**config.mk**
```make
export PLATFORM = sky130hd
export DESIGN_NAME = resv_monitor
export DESIGN_NICKNAME = d
export VERILOG_FILES = /design/src/rtl/resv_pkg.sv /design/src/rtl/resv_entry.sv /design/src/rtl/resv_decide.sv /design/src/rtl/resv_monitor.sv
export SDC_FILE = /design/constraint.sdc
export NUM_CORES = 1
export LEC_CHECK = 0
export BUFFER_PORTS_ARGS = -buffer_cell sky130_fd_sc_hd__buf_4
export CORE_MARGIN = 10
export CORE_UTILIZATION = 45
export CTS_BUF_LIST = sky130_fd_sc_hd__clkbuf_16
export DETAILED_ROUTE_END_ITERATION = 10
export GPL_ROUTABILITY_DRIVEN = 0
export HOLD_SLACK_MARGIN = 0.03
export SKIP_CTS_REPAIR_TIMING = 1
export SLEW_MARGIN = 0
export SYNTH_ARGS = -nofsm -noshare
export SYNTH_HDL_FRONTEND = slang
export SYNTH_SLANG_ARGS = --single-unit
```
**constraint.sdc**
```tcl
create_clock -name clk -period 4.1 [get_ports clk]
set_input_delay 0.615 -clock clk [delete_from_list [all_inputs] [get_ports clk]]
set_output_delay 0.615 -clock clk [all_outputs]
set_load 0.02 [all_outputs]
```
**src/rtl/resv_pkg.sv**
```systemverilog
package resv_pkg;
  typedef enum logic [1:0] {
    OP_LOAD       = 2'd0,
    OP_LOAD_RSV   = 2'd1,
    OP_STORE      = 2'd2,
    OP_STORE_COND = 2'd3
  } resv_op_e;
endpackage

```
**src/rtl/resv_entry.sv**
```systemverilog
// One reservation slot: valid bit plus granule tag, with a match output.
module resv_entry #(
  parameter int TAG_W = 29
) (
  input  logic             clk,
  input  logic             rst,
  input  logic             load_en,
  input  logic             kill_en,
  input  logic [TAG_W-1:0] new_tag,
  input  logic [TAG_W-1:0] cmp_tag,
  output logic             hit_o
);
  logic             vld_q;
  logic [TAG_W-1:0] tag_q;

  always_ff @(posedge clk) begin
    if (rst) begin
      vld_q <= 1'b0;
      tag_q <= '0;
    end else if (load_en) begin
      vld_q <= 1'b1;
      tag_q <= new_tag;
    end else if (kill_en) begin
      vld_q <= 1'b0;
    end
  end

  assign hit_o = vld_q && (tag_q == cmp_tag);
endmodule

```
**src/rtl/resv_decide.sv**
```systemverilog
// Combinational verdict: which slots load, which die, who is notified.
module resv_decide
  import resv_pkg::*;
#(
  parameter int NUM_CTX = 4,
  parameter int CID_W   = 3
) (
  input  logic               acc,
  input  logic [1:0]         op,
  input  logic [CID_W-1:0]   ctx,
  input  logic [NUM_CTX-1:0] hit,
  output logic [NUM_CTX-1:0] load_en,
  output logic [NUM_CTX-1:0] kill_en,
  output logic [NUM_CTX-1:0] notify,
  output logic               ok
);
  localparam int NC = NUM_CTX;

  logic [NUM_CTX-1:0] sel;
  logic               ctx_in_range;
  logic               own_hit;
  resv_op_e           eff_op;
  logic               allow;

  assign ctx_in_range = (32'(ctx) < NC);

  for (genvar k = 0; k < NUM_CTX; k++) begin : g_sel
    assign sel[k] = ctx_in_range && (ctx == CID_W'(k));
  end

  assign own_hit = |(sel & hit);

  always_comb begin
    eff_op = ctx_in_range ? resv_op_e'(op) : OP_STORE;
    allow  = (eff_op == OP_STORE) || ((eff_op == OP_STORE_COND) && own_hit);
    load_en = (acc && (eff_op == OP_LOAD_RSV)) ? sel : '0;
    kill_en = (acc && allow) ? hit : '0;
    notify  = kill_en & ~sel;
    ok      = allow;
  end
endmodule

```
**src/rtl/resv_monitor.sv**
```systemverilog
module resv_monitor
  import resv_pkg::*;
#(
  parameter int NUM_CTX = 4,
  parameter int CID_W   = 3,
  parameter int ADDR_W  = 32,
  parameter int GRAN_LG = 3
) (
  input  logic               clk,
  input  logic               rst,
  input  logic               req_valid,
  output logic               req_ready,
  input  logic [1:0]         req_op,
  input  logic [CID_W-1:0]   req_ctx,
  input  logic [ADDR_W-1:0]  req_addr,
  output logic               rsp_valid,
  input  logic               rsp_ready,
  output logic               rsp_ok,
  output logic [NUM_CTX-1:0] clr_excl
);
  localparam int TAG_W = ADDR_W - GRAN_LG;

  logic               acc;
  logic [TAG_W-1:0]   req_tag;
  logic               unused_offset;
  logic [NUM_CTX-1:0] hit;
  logic [NUM_CTX-1:0] load_en;
  logic [NUM_CTX-1:0] kill_en;
  logic [NUM_CTX-1:0] notify;
  logic               ok;

  assign req_ready     = !rsp_valid || rsp_ready;
  assign acc           = req_valid && req_ready;
  assign req_tag       = req_addr[ADDR_W-1:GRAN_LG];
  assign unused_offset = ^req_addr[GRAN_LG-1:0];

  for (genvar k = 0; k < NUM_CTX; k++) begin : g_slot
    resv_entry #(.TAG_W(TAG_W)) u_entry (
      .clk     (clk),
      .rst     (rst),
      .load_en (load_en[k]),
      .kill_en (kill_en[k]),
      .new_tag (req_tag),
      .cmp_tag (req_tag),
      .hit_o   (hit[k])
    );
  end

  resv_decide #(.NUM_CTX(NUM_CTX), .CID_W(CID_W)) u_decide (
    .acc     (acc),
    .op      (req_op),
    .ctx     (req_ctx),
    .hit     (hit),
    .load_en (load_en),
    .kill_en (kill_en),
    .notify  (notify),
    .ok      (ok)
  );

  always_ff @(posedge clk) begin
    if (rst) begin
      rsp_valid <= 1'b0;
      rsp_ok    <= 1'b0;
      clr_excl  <= '0;
    end else begin
      clr_excl <= notify;
      if (acc) begin
        rsp_valid <= 1'b1;
        rsp_ok    <= ok;
      end else if (rsp_ready) begin
        rsp_valid <= 1'b0;
      end
    end
  end
endmodule

```
==> After elaboration in Yosys (flattened, before gate mapping) <==
Cells that the tools add are included.
{ "word_totals": {"output_inout_bits": 7, "reg_bits": 126, "wordCells": 60, "in_bits": 41} }
{ "op_classes": {"eq_ne": 10, "n_lt_le_gt_ge": 1, "reduce_logical": 22, "mux": 13, "bitwise_logic": 3} }
{ "op_table": {"columns": ["operator", "count"], "rows": [
  ["$eq A29 B29 Y1", 4],
  ["$logic_and A1 B1 Y1", 12],
  ["$mux W1", 10],
  ["$reduce_bool A2 Y1", 5],
  ["$and A4 B4 Y4", 2],
  ["$mux W4", 2],
  ["$eq A3 B2 Y1 const B", 2],
  ["$eq A2 B2 Y1 const B", 2],
  ["$not A4 Y4", 1],
  ["$reduce_or A4 Y1", 1],
  ["$eq A3 B1 Y1 const B", 1],
  ["$logic_not A3 Y1", 1],
  ["$lt A3 B3 Y1 const B", 1],
  ["$eq A2 B1 Y1 const B", 1],
  ["$logic_or A1 B1 Y1", 2],
  ["$mux W2", 1],
  ["$logic_not A1 Y1", 1]
]} }

==> Longest topological paths before layout <==
Gate-level depths: netlist of the first run.
{ "depth": {"word_depth": 10, "mapped_depth": 8, "ltp_nobuf": 7} }

==> Cells and area by module <==
Synthesis of the first run repeated with hierarchy kept, for this count alone.
{ "unflattened": {"hier_cells": 596, "area_unflattened_um2": 5874.4} }
{ "by_module_without_submodules": {"columns": ["mod", "seq_area_each_um2", "instances", "area_per_inst_um2", "cells_per_inst"], "rows": [
  ["resv_entry", 600.6, 4, 1363.8, 137],
  ["resv_decide", 0.0, 1, 220.2, 31],
  ["resv_monitor", 120.1, 1, 198.9, 17]
]} }

==> Worst setup path before layout of the first run <==
OpenSTA, ideal clock, no wires.
{ "synth_timing": {"path_type": "input to register", "from": "input req_addr[6]", "to": "register g_slot[1].u_entry.vld_q", "setup_ps": 133, "setup_slack_ps": 1437, "path_buffers": 1, "required_ps": 3967, "path_stages": 8, "t_arrival_ps": 2531, "cell_sequence": "clkbuf_1 > xor2_1 > nor4_1 > nand4_1 > or4_1 > o2111a_2 > o41ai_1 > a21oi_1"} }
{ "synth_via": {"elab_chain_len": 9, "word_cells_on_any_way": 15, "cone_classes": "eq/ne: 4; mux: 1; bitwise: 1; reduce/logical: 9"} }
{ "synth_lines": {"columns": ["item", "line", "text"], "rows": [
  ["start: declaration", "resv_monitor.sv:15", "input logic [ADDR_W-1:0] req_addr,"],
  ["$eq A29 B29 Y1", "resv_entry.sv:28", "assign hit_o = vld_q && (tag_q == cmp_tag);"],
  ["$logic_and A1 B1 Y1", "resv_entry.sv:28", null],
  ["$and A4 B4 Y4", "resv_decide.sv:31", "assign own_hit = |(sel & hit);"],
  ["$reduce_or A4 Y1", "resv_decide.sv:31", null],
  ["$logic_and A1 B1 Y1", "resv_decide.sv:35", "allow = (eff_op == OP_STORE) || ((eff_op == OP_STORE_COND) && own_hit);"],
  ["$logic_or A1 B1 Y1", "resv_decide.sv:35", null],
  ["$logic_and A1 B1 Y1", "resv_decide.sv:37", "kill_en = (acc && allow) ? hit : '0;"],
  ["$mux W4 (*)", "resv_decide.sv:37", null],
  ["$reduce_bool A2 Y1 (no line) (*)", null, null],
  ["end signal: assignment", "resv_entry.sv:18", "vld_q <= 1'b0;"],
  ["end signal: assignment", "resv_entry.sv:21", "vld_q <= 1'b1;"],
  ["end signal: assignment", "resv_entry.sv:24", "vld_q <= 1'b0;"],
  ["end: declaration", "resv_entry.sv:13", "logic vld_q;"]
]} }
Every way passes the cells marked *; elsewhere a longest branch is shown, timed or not.
A chain may end at the register's enable or synchronous reset.

==> Worst setup path after layout of the first run <==
{ "layout_timing": {"from": "input req_addr[20]", "to": "register g_slot[1].u_entry.vld_q"} }
The elaborated chain is that of the path after synthesis.

==> metrics.yaml, run 1 <==
finish:
  areaGrowthSynthToFinish_pct: 13.7
  insertedDiodeCount: 0
  nets: 822
  layout.cells.non_filler: 970
  fillCellCount: 1266
  drive_above_1_share: 0.103
die:
  die_x_um: 136
  die_y_um: 136
  start_util: 0.458
  die_area_um2: 18400
  num_rows: 42
  ios: 48
  core_um2: 13200
route:
  wl_per_cell_um: 17.8
  ant_nets: 0
  routed_wirelength_mm: 17.3
  routed-via-count: 5252
  drt_iter0_markers: 408
  route.detailed.drc: 0
  drt_first_pass_iters: 6
  avgViaCountPerCell: 5.41
run:
  max_cap_violations: 0
global_routing:
  grt_pass1_vias: 4907
  grt.overflow.total: 0
  grt_max_degree: 86
  grt_pass1_wl_mm: 26.4
  grt.total_usage: 0.187
  antenna_found_initial: 0
placed_design:
  hpwlAfterDp_mm: 11.9
  io_buffers: 44
  dp.cells: 938
sta:
  finalCriticalPeriod_ns: 2.70
  min_period_over_period: 0.658
  fin_worst_skew_ns: 0.00726
  finalMaxSlewViolations: 0
  rsz0062_at_grt: "no"
  tightest_slew_ns: 1.23
  final_hold_viol_count: 0
  relSlewSlack: 0.177
  totalNegativeSetupSlack_ns: 0
  fmax_ghz: 0.371
  finalSetupViolCount: 0
setup_path:
  critPathRequiredTime_ns: 4.35
  worst-path-buf-inv: 1
  endpoint_kind: "register"
  cpPeakStageDelay_ns: 0.62
  cp_top_family: "simple AND/OR/NAND/NOR gates"
  arrival_ns: 2.95
  cp-start-kind: "primary input"
  critPathSlowestCell: "or4_1"
  crit_chain: "buf_4 -> xor2_1 -> nor4_1 -> nand4_1 -> or4_1 -> o2111a_2 -> o41ai_1 -> a21oi_1"
  path_class: "in -> reg"
  path_max_fanout: 8
pwr:
  p_total_mw: 2.85
  peakVddDrop_mv: 0.299
  cellLeakagePower_nw: 2.23
  power.density_nw_per_um2: 416
logic_synthesis:
  synth_common_cells: "240 x nand2_1, 126 x dfxtp_1, 123 x a21oi_1"
  synth_cells: 778
  yosysTopAreaCellShare: 0.418
  synth_cell_types: 35
  ys_warn_count: 0
  async_reset_ff_frac: 0
  yosysTopAreaCell: "dfxtp_1"
  netlist_area_um2: 6040
  synth.most_common_cell: "nand2_1"
  synth_seq_area_share: 0.418
  synth-edff-count: 0
  avgSynthCellArea_um2: 7.76
  synthFlopType: "dfxtp_1"
  synth_area_leaders: "dfxtp_1 42%, nand2_1 15%, xnor2_1 13%"
  synth_seq_cells: 126
  synth_fp_nets: 819
clock_tree:
  clk_path_buf_depth: 2
  h-tree-depth: 4
  cts_buffers: 17
  cts_tree: "built"
  clock-root-buffer: "clkbuf_16"
  clock_latency_ns: 0.42
  clk_pin_slew_ns: 0.05
  clock_sinks: 126
status:
  outcome: "complete, no violations"
worst_hold_path:
  hp-class: "in -> reg"
## final cells by class
type	count	area, µm²	share of cell area
clock buffer	17	425	0.0620
timing repair buffer	51	383	0.0558
inverter	4	15.0	0.00219
tap	176	220	0.0321
multi-input combinational	581	3180	0.464
sequential	126	2520	0.368
clock inverter	15	115	0.0168
## kinds of logic (layout without fill, tap and decap cells)
kind of cell	Yosys count	count (layout)	synth area share
xor gates and xnor gates	112	112	0.163
DFF	126	126	0.418
AOI/OAI and AO/OA	133	133	0.115
and+or+nand+nor	336	336	0.248
buffers and inverters	71	87	0.0564
## stage by stage
step | area, µm² | utilization | setup WS [ns] | hold slack (ns)
final | 6860 | 0.520 | 1.40 | 0.456
after detailed placement | 6320 | 0.479 | 0.965 | 0.460
after global placement | 6320 | 0.479 | 1.00 | 0.454
after global routing | 6860 | 0.520 | 1.29 | 0.448
after CTS | 6860 | 0.520 | 1.42 | 0.442
after floorplan | 6040 | - | 1.44 | 0.443
## worst min-delay path, delay by kind of cell
kind | cells | cell delay [ns]
buffers and inverters | 2 | 0.15
AOI/OAI and AO/OA | 1 | 0.05
## layout by cell type, fill, tap and decap left out, drive strengths merged, types with 2 or more instances in the layout
master / n
or2: 2
inv: 9
clkinv: 8
nand2: 240
nor4: 16
clkbuf: 17
xnor2: 87
nor2: 9
dfxtp: 126
nor2b: 2
o41ai: 2
bufinv: 2
nand3: 4
a21oi: 123
buf: 51
xor2: 25
nand2b: 9
o21ai: 3
and3: 7
or3: 2
nand4: 33
nor3: 7
## routing by layer
| layer | vias to the layer above | routed length (µm) | GRT usage | part of all wire |
|---|---|---|---|---|
| met1 | 2457 | 7320 | 0.224 | 0.42 |
| li1 | 2568 | - | - | - |
| met4 | 0 | 574 | 0.0951 | 0.033 |
| met2 | 181 | 8170 | 0.298 | 0.47 |
| met3 | 46 | 1190 | 0.0568 | 0.069 |
| met5 | - | 0 | 0 | 0 |
## power breakdown
part	switching (mW)	internal, mW
combinational	0.144	0.0817
sequential	0.00545	1.23
clock	0.519	0.867
## state kept, by name (all words and copies together), names as in the netlist
register and flops:
clr_excl 4, rsp_valid 1, rsp_ok 1, g_slot.u_entry.tag_q 116, g_slot.u_entry.vld_q 4
## final timing paths
| check | start | to | slack, ns | cells past startpoint |
|---|---|---|---|---|
| setup / recovery | req_addr[20] | g_slot[1].u_entry.vld_q | 1.40 | 8 |
| hold / removal | req_valid | rsp_valid | 0.46 | 3 |
| setup reg to reg | g_slot[2].u_entry.tag_q[17] | g_slot[1].u_entry.vld_q | 1.46 | 7 |
| hold reg to reg | g_slot[1].u_entry.tag_q[24] | g_slot[1].u_entry.tag_q[24] | 0.47 | 2 |
Power figures use the tool's default switching activity.
==> inputs of run 2 (changes only) <==
--- a/config.mk
+++ b/config.mk
@@ -12,6 +12,7 @@
 export DETAILED_ROUTE_END_ITERATION = 10
 export GPL_ROUTABILITY_DRIVEN = 0
 export HOLD_SLACK_MARGIN = 0.03
+export PLACE_DENSITY = 0.65
 export SKIP_CTS_REPAIR_TIMING = 1
 export SLEW_MARGIN = 0
 export SYNTH_ARGS = -nofsm -noshare
==> constraint.sdc (replaced) <==
create_clock -name clk -period 2.4 [get_ports clk]
set_input_delay 0.36 -clock clk [delete_from_list [all_inputs] [get_ports clk]]
set_output_delay 0.36 -clock clk [all_outputs]
set_load 0.02 [all_outputs]
==> metrics.yaml, run 2 (same netlist as run 1, synthesis figures left out) <==
pwr:
  clkPwrFrac: 0.445  # -0.041
  power.density_nw_per_um2: 641  # +54%
  p_sw_mw: 1.10  # +65%
  combPwrFrac: 0.098  # +0.019
  swShare: 0.237  # +0.00270
  seq_power_share: 0.457  # +0.022
  cellLeakagePower_nw: 2.44  # +9.0%
  peakVddDrop_mv: 0.474  # +59%
  p_int_mw: 3.54  # +62%
sta:
  fmax_ghz: 0.421
  finalMaxSlewViolations: 0  # unchanged
  relSlewSlack: 0.636  # +0.459
  finalCriticalPeriod_ns: 2.38
  fin_worst_skew_ns: 0.00495  # -0.00230 ns
  min_period_over_period: 0.991
  rsz0062_at_grt: "yes"
  final_hold_viol_count: 0  # unchanged
  finalSetupViolCount: 0  # unchanged
  tightest_slew_ns: 0.545  # -0.690 ns
setup_path:
  cpPeakStageDelay_ns: 0.45  # -0.17 ns
  cp-start-kind: "register"
  endpoint_kind: "register"
  critPathRequiredTime_ns: 2.69  # -1.66 ns
  path_max_fanout: 3  # -5
  critPathSlowestCell: "or4_4"
  crit_chain: "xor2_1 -> nor4_2 -> nand4_1 -> or4_4 -> o2111a_2 -> o41ai_2 -> a21oi_1"
  path_class: "reg -> reg"
  arrival_ns: 2.67  # -0.28 ns
route:
  routed_wirelength_mm: 17.7  # +2.4%
  routed-via-count: 5510  # +4.9%
  ant_nets: 0  # unchanged
  avgViaCountPerCell: 5.42  # +0.16%
  wl_per_cell_um: 17.4  # -2.3%
  drt_first_pass_iters: 7  # +1
  route.detailed.drc: 0  # unchanged
  drt_iter0_markers: 502  # +23%
die:
  ios: 48  # unchanged
  start_util: 0.458  # unchanged
  die_y_um: 136  # unchanged
  die_x_um: 136  # unchanged
  die_area_um2: 18400  # unchanged
  num_rows: 42  # unchanged
  core_um2: 13200  # unchanged
placed_design:
  hpwlAfterDp_mm: 12.8  # +7.2%
  dp.cells: 989  # +5.4%
  io_buffers: 44  # unchanged
finish:
  fin_util: 0.549  # +0.0287
  layout.cells.non_filler: 1016  # +4.7%
  drive_above_1_share: 0.161  # +0.0574
  areaGrowthSynthToFinish_pct: 20.0
  nets: 873  # +6.2%
  largest_reg_flops: 116  # unchanged
  insertedDiodeCount: 0  # unchanged
  mostFrequentLayoutCells: "240 x nand2_1, 124 x dfxtp_1, 123 x a21oi_1, 100 x buf_4, 87 x xnor2_1"
  final_common_cell: "nand2_1"
  biggestRegsByFlops: "g_slot.u_entry.tag_q: 116 flops, clr_excl: 4 flops, g_slot.u_entry.vld_q: 4 flops"
  regMostFlops: "g_slot.u_entry.tag_q"
global_routing:
  antenna_found_initial: 0  # unchanged
  grt.overflow.total: 0  # unchanged
  grt_pass1_vias: 5397  # +10%
  grt.total_usage: 0.195  # +0.00781
  grt_pass1_wl_mm: 28.0  # +6.0%
  grt_max_degree: 80  # -7.0%
worst_hold_path:
  hp-class: "in -> reg"
run:
  max_cap_violations: 0  # unchanged
status:
  outcome: "complete, no violations"
clock_tree:
  clock-root-buffer: "clkbuf_16"
  clk_pin_slew_ns: 0.05  # about the same
  h-tree-depth: 4  # unchanged
  cts_tree: "built"
  clock_latency_ns: 0.41  # about the same
  clock_sinks: 126  # unchanged
  cts_buffers: 17  # unchanged
  clk_path_buf_depth: 2  # unchanged
==> run 2: area by class of cell <==
cell class | instances | area, µm²
Multi-Input combinational cell | 581 | 3230
Fill cell | 1230 | 5950
Clock inverter | 10 | 37.5
Tap cell | 176 | 220
Clock buffer | 17 | 425
Sequential cell | 126 | 2520
Inverter | 4 | 15.0
Timing Repair Buffer | 102 | 791
==> run 2: stage by stage <==
stage	setup WS, ns	hold slack [ns]	setup TNS, ns	power (mW)	cell area, µm²
after floorplan	0.00852	0.443	0	2.42	6040
after global placement	-0.276	0.452	-2.11	2.60	6730
after detailed placement	-0.289	0.460	-2.20	2.60	6730
after CTS	-0.112	0.186	-0.623	4.67	7190
after global routing	-0.0494	0.202	-0.151	4.80	7240
final	0.0222	0.198	0	4.64	7240
==> run 2: final timing paths <==
kind | start | to | slack [ns] | depth (start not counted)
min | req_valid | rsp_valid | 0.20 | 3
max reg2reg | g_slot[2].u_entry.tag_q[28] | g_slot[0].u_entry.vld_q | 0.02 | 7
min reg2reg | g_slot[0].u_entry.vld_q | g_slot[0].u_entry.vld_q | 0.46 | 2
max | g_slot[2].u_entry.tag_q[28] | g_slot[0].u_entry.vld_q | 0.02 | 7
==> run 2: per-layer routing <==
metal	GRT usage	wire (µm)	up-vias
li1	-	-	2659
met1	0.238	7410	2597
met2	0.311	8290	219
met3	0.0539	1380	35
met4	0.0945	581	0
met5	0	0	-
==> run 2: power groups by stage <==
stage | Sequential [mW] | Clock, mW | Combinational [mW]
floorplan | 2.16 | 0 | 0.260
global placement | 2.16 | 0 | 0.436
CTS | 2.12 | 2.10 | 0.444
detailed placement | 2.16 | 0 | 0.442
global route | 2.12 | 2.20 | 0.485
finish | 2.12 | 2.07 | 0.455
==> run 2: critical path: cells and delay by family (launching register included) <==
kind                      cells  cell delay [ns]
AOI/OAI and AO/OA             3             0.75
xor gates and xnor gates      1             0.16
and+or+nand+nor               3             1.03
DFF                           1             0.31
==> inputs of run 3 (changes only) <==
--- a/config.mk
+++ b/config.mk
@@ -5,14 +5,13 @@
 export SDC_FILE = /design/constraint.sdc
 export NUM_CORES = 1
 export LEC_CHECK = 0
-export BUFFER_PORTS_ARGS = -buffer_cell sky130_fd_sc_hd__buf_4
-export CORE_MARGIN = 10
+export CORE_MARGIN = 1.5
 export CORE_UTILIZATION = 45
 export CTS_BUF_LIST = sky130_fd_sc_hd__clkbuf_16
 export DETAILED_ROUTE_END_ITERATION = 10
+export DONT_BUFFER_PORTS = 1
 export GPL_ROUTABILITY_DRIVEN = 0
 export HOLD_SLACK_MARGIN = 0.03
-export PLACE_DENSITY = 0.65
 export SKIP_CTS_REPAIR_TIMING = 1
 export SLEW_MARGIN = 0
 export SYNTH_ARGS = -nofsm -noshare
==> metrics.yaml, run 3 (same netlist as run 1, synthesis figures left out) <==
status:
  outcome: "complete, no violations"
die:
  die_y_um: 119  # -13%
  die_area_um2: 14100  # -23%
  die_x_um: 119  # -13%
  ios: 48  # unchanged
  core_um2: 13200  # unchanged
  start_util: 0.458  # unchanged
  num_rows: 42  # unchanged
finish:
  mostFrequentLayoutCells: "240 x nand2_1, 126 x dfxtp_1, 123 x a21oi_1, 86 x xnor2_1, 33 x nand4_1"
  drive_above_1_share: 0.0796  # -0.0811
  nets: 795  # -8.9%
  fin_util: 0.513  # -0.0361
  final_common_cell: "nand2_1"
  areaGrowthSynthToFinish_pct: 12.1
  final_area_um2: 6760  # -6.6%
  insertedDiodeCount: 0  # unchanged
  regMostFlops: "g_slot.u_entry.tag_q"
  biggestRegsByFlops: "g_slot.u_entry.tag_q: 116 flops, clr_excl: 4 flops, g_slot.u_entry.vld_q: 4 flops"
  largest_reg_flops: 116  # unchanged
sta:
  final_hold_viol_count: 0  # unchanged
  fin_worst_skew_ns: 0.00496  # +0.00000974 ns
  totalNegativeSetupSlack_ns: 0  # unchanged
  finalSetupViolCount: 0  # unchanged
  relSlewSlack: 0.399  # -0.236
  finalMaxSlewViolations: 0  # unchanged
  rsz0062_at_grt: "no"
  min_period_over_period: 0.956  # -0.0352
  fmax_ghz: 0.436  # +3.7%
  finalCriticalPeriod_ns: 2.29  # -0.0845 ns
  tightest_slew_ns: 0.899  # +0.354 ns
  setup_ws_ns: 0.107  # +0.0845 ns
clock_tree:
  clock_sinks: 126  # unchanged
  cts_buffers: 17  # unchanged
  clk_path_buf_depth: 2  # unchanged
  clock_latency_ns: 0.42  # about the same
  clk_pin_slew_ns: 0.06  # about the same
  clock-root-buffer: "clkbuf_16"
  h-tree-depth: 4  # unchanged
  cts_tree: "built"
placed_design:
  hpwlAfterDp_mm: 11.7  # -8.3%
  io_buffers: 0  # -100%
  pre_cts_ws_ns: -0.225  # +0.0639 ns
  placed_cell_area_um2: 6100  # -9.4%
worst_hold_path:
  min_from: "req_addr[22]"
  min_to: "g_slot[2].u_entry.tag_q[19]"
  hp-class: "in -> reg"
  whs_path_depth: 2  # -1
pwr:
  swShare: 0.219  # -0.0184
  peakVddDrop_mv: 0.550  # +16%
  cellLeakagePower_nw: 2.13  # -13%
  p_sw_mw: 1.07  # -3.0%
  p_total_mw: 4.88  # +5.2%
  seq_power_share: 0.434  # -0.023
  combPwrFrac: 0.056  # -0.042
  clkPwrFrac: 0.510  # +0.065
  p_int_mw: 3.81  # +7.7%
  power.density_nw_per_um2: 722  # +13%
global_routing:
  grt_max_degree: 123  # +54%
  grt.overflow.total: 0  # unchanged
  grt_pass1_wl_mm: 26.7  # -4.8%
  grt.total_usage: 0.252  # +0.0571
  antenna_found_initial: 0  # unchanged
  grt_pass1_vias: 4900  # -9.2%
setup_path:
  rr_endpoint: "clr_excl[3]"
  endpoint_kind: "register"
  path_class: "reg -> reg"
  cp-start-kind: "register"
  r2r-start: "g_slot[2].u_entry.tag_q[9]"
  r2r_cells: 7  # unchanged
  critPathRequiredTime_ns: 2.77  # +0.08 ns
  r2r_setup_slack_ns: 0.11  # +0.08 ns
  arrival_ns: 2.66  # about the same
  path_max_fanout: 7  # +4
route:
  ant_nets: 0  # unchanged
  avgViaCountPerCell: 5.54  # +2.1%
  routed-via-count: 5216  # -5.3%
  routed_wirelength_mm: 17.6  # -0.56%
  route.detailed.drc: 0  # unchanged
  wl_per_cell_um: 18.6  # +7.3%
  drt_iter0_markers: 391  # -22%
  drt_first_pass_iters: 5  # -2
run:
  max_cap_violations: 0  # unchanged
## run 3: cell count changes in the layout (fill, tap and decap cells not counted), sizes merged
| cell | change |
|---|---|
| buf | -79 |
| bufinv | +3 |
| clkinv | -3 |
| clkinvlp | +1 |
| dlygate4sd3 | +1 |
| inv | +3 |
## run 3: worst max path at each step
stage                                           start                      end  slack (ns)  cells past startpoint
after floorplan                          req_addr[12]  g_slot[1].u_entry.vld_q       0.009                      8
after global placement                   req_addr[20]  g_slot[1].u_entry.vld_q       -0.15                      7
after detailed placement                 req_addr[20]  g_slot[0].u_entry.vld_q       -0.22                      7
after CTS                 g_slot[2].u_entry.tag_q[17]  g_slot[0].u_entry.vld_q       -0.19                      7
after global routing      g_slot[0].u_entry.tag_q[11]                   rsp_ok        0.02                      7
final                      g_slot[2].u_entry.tag_q[9]              clr_excl[3]        0.11                      7
## run 3: routing by layer
layer / global-route usage / up-vias / routed length [µm]
li1: - / 2517 / -
met1: 0.312 / 2448 / 7510
met2: 0.402 / 203 / 8110
met3: 0.0742 / 48 / 1210
met4: 0.124 / 0 / 724
met5: 0 / - / 0
## run 3: area by class of cell
type	count	area (µm²)
flip-flops and latches	126	2520
fillers	1229	6430
repair buffers	24	215
inverters	4	15.0
clock inverters	14	138
well taps	176	220
clock buffers	17	425
multi-input cells	581	3230
## run 3: power groups by stage
stage | clock, mW | sequential (mW) | combinational (mW)
floorplan | 0 | 2.16 | 0.260
global placement | 0 | 2.16 | 0.219
detailed placement | 0 | 2.17 | 0.222
CTS | 2.52 | 2.12 | 0.224
global route | 2.63 | 2.12 | 0.293
finish | 2.49 | 2.12 | 0.272
## run 3: per-stage QoR
step | hold slack [ns] | std cells
2_1_floorplan | 0.443 | 778
6_report | 0.0667 | 942
3_5_place_dp | 0.444 | 908
5_1_grt | 0.0543 | 942
3_3_place_gp | 0.444 | 908
4_1_cts | 0.00183 | 939
## run 3: worst max-delay path, cell delays in order (launching register included)
cell and delay [ns]:
dfxtp_1 0.32, xor2_1 0.17, nor4_2 0.37, nand4_1 0.13, or4_4 0.45, o2111a_2 0.33
nor3_4 0.25, and3_1 0.21
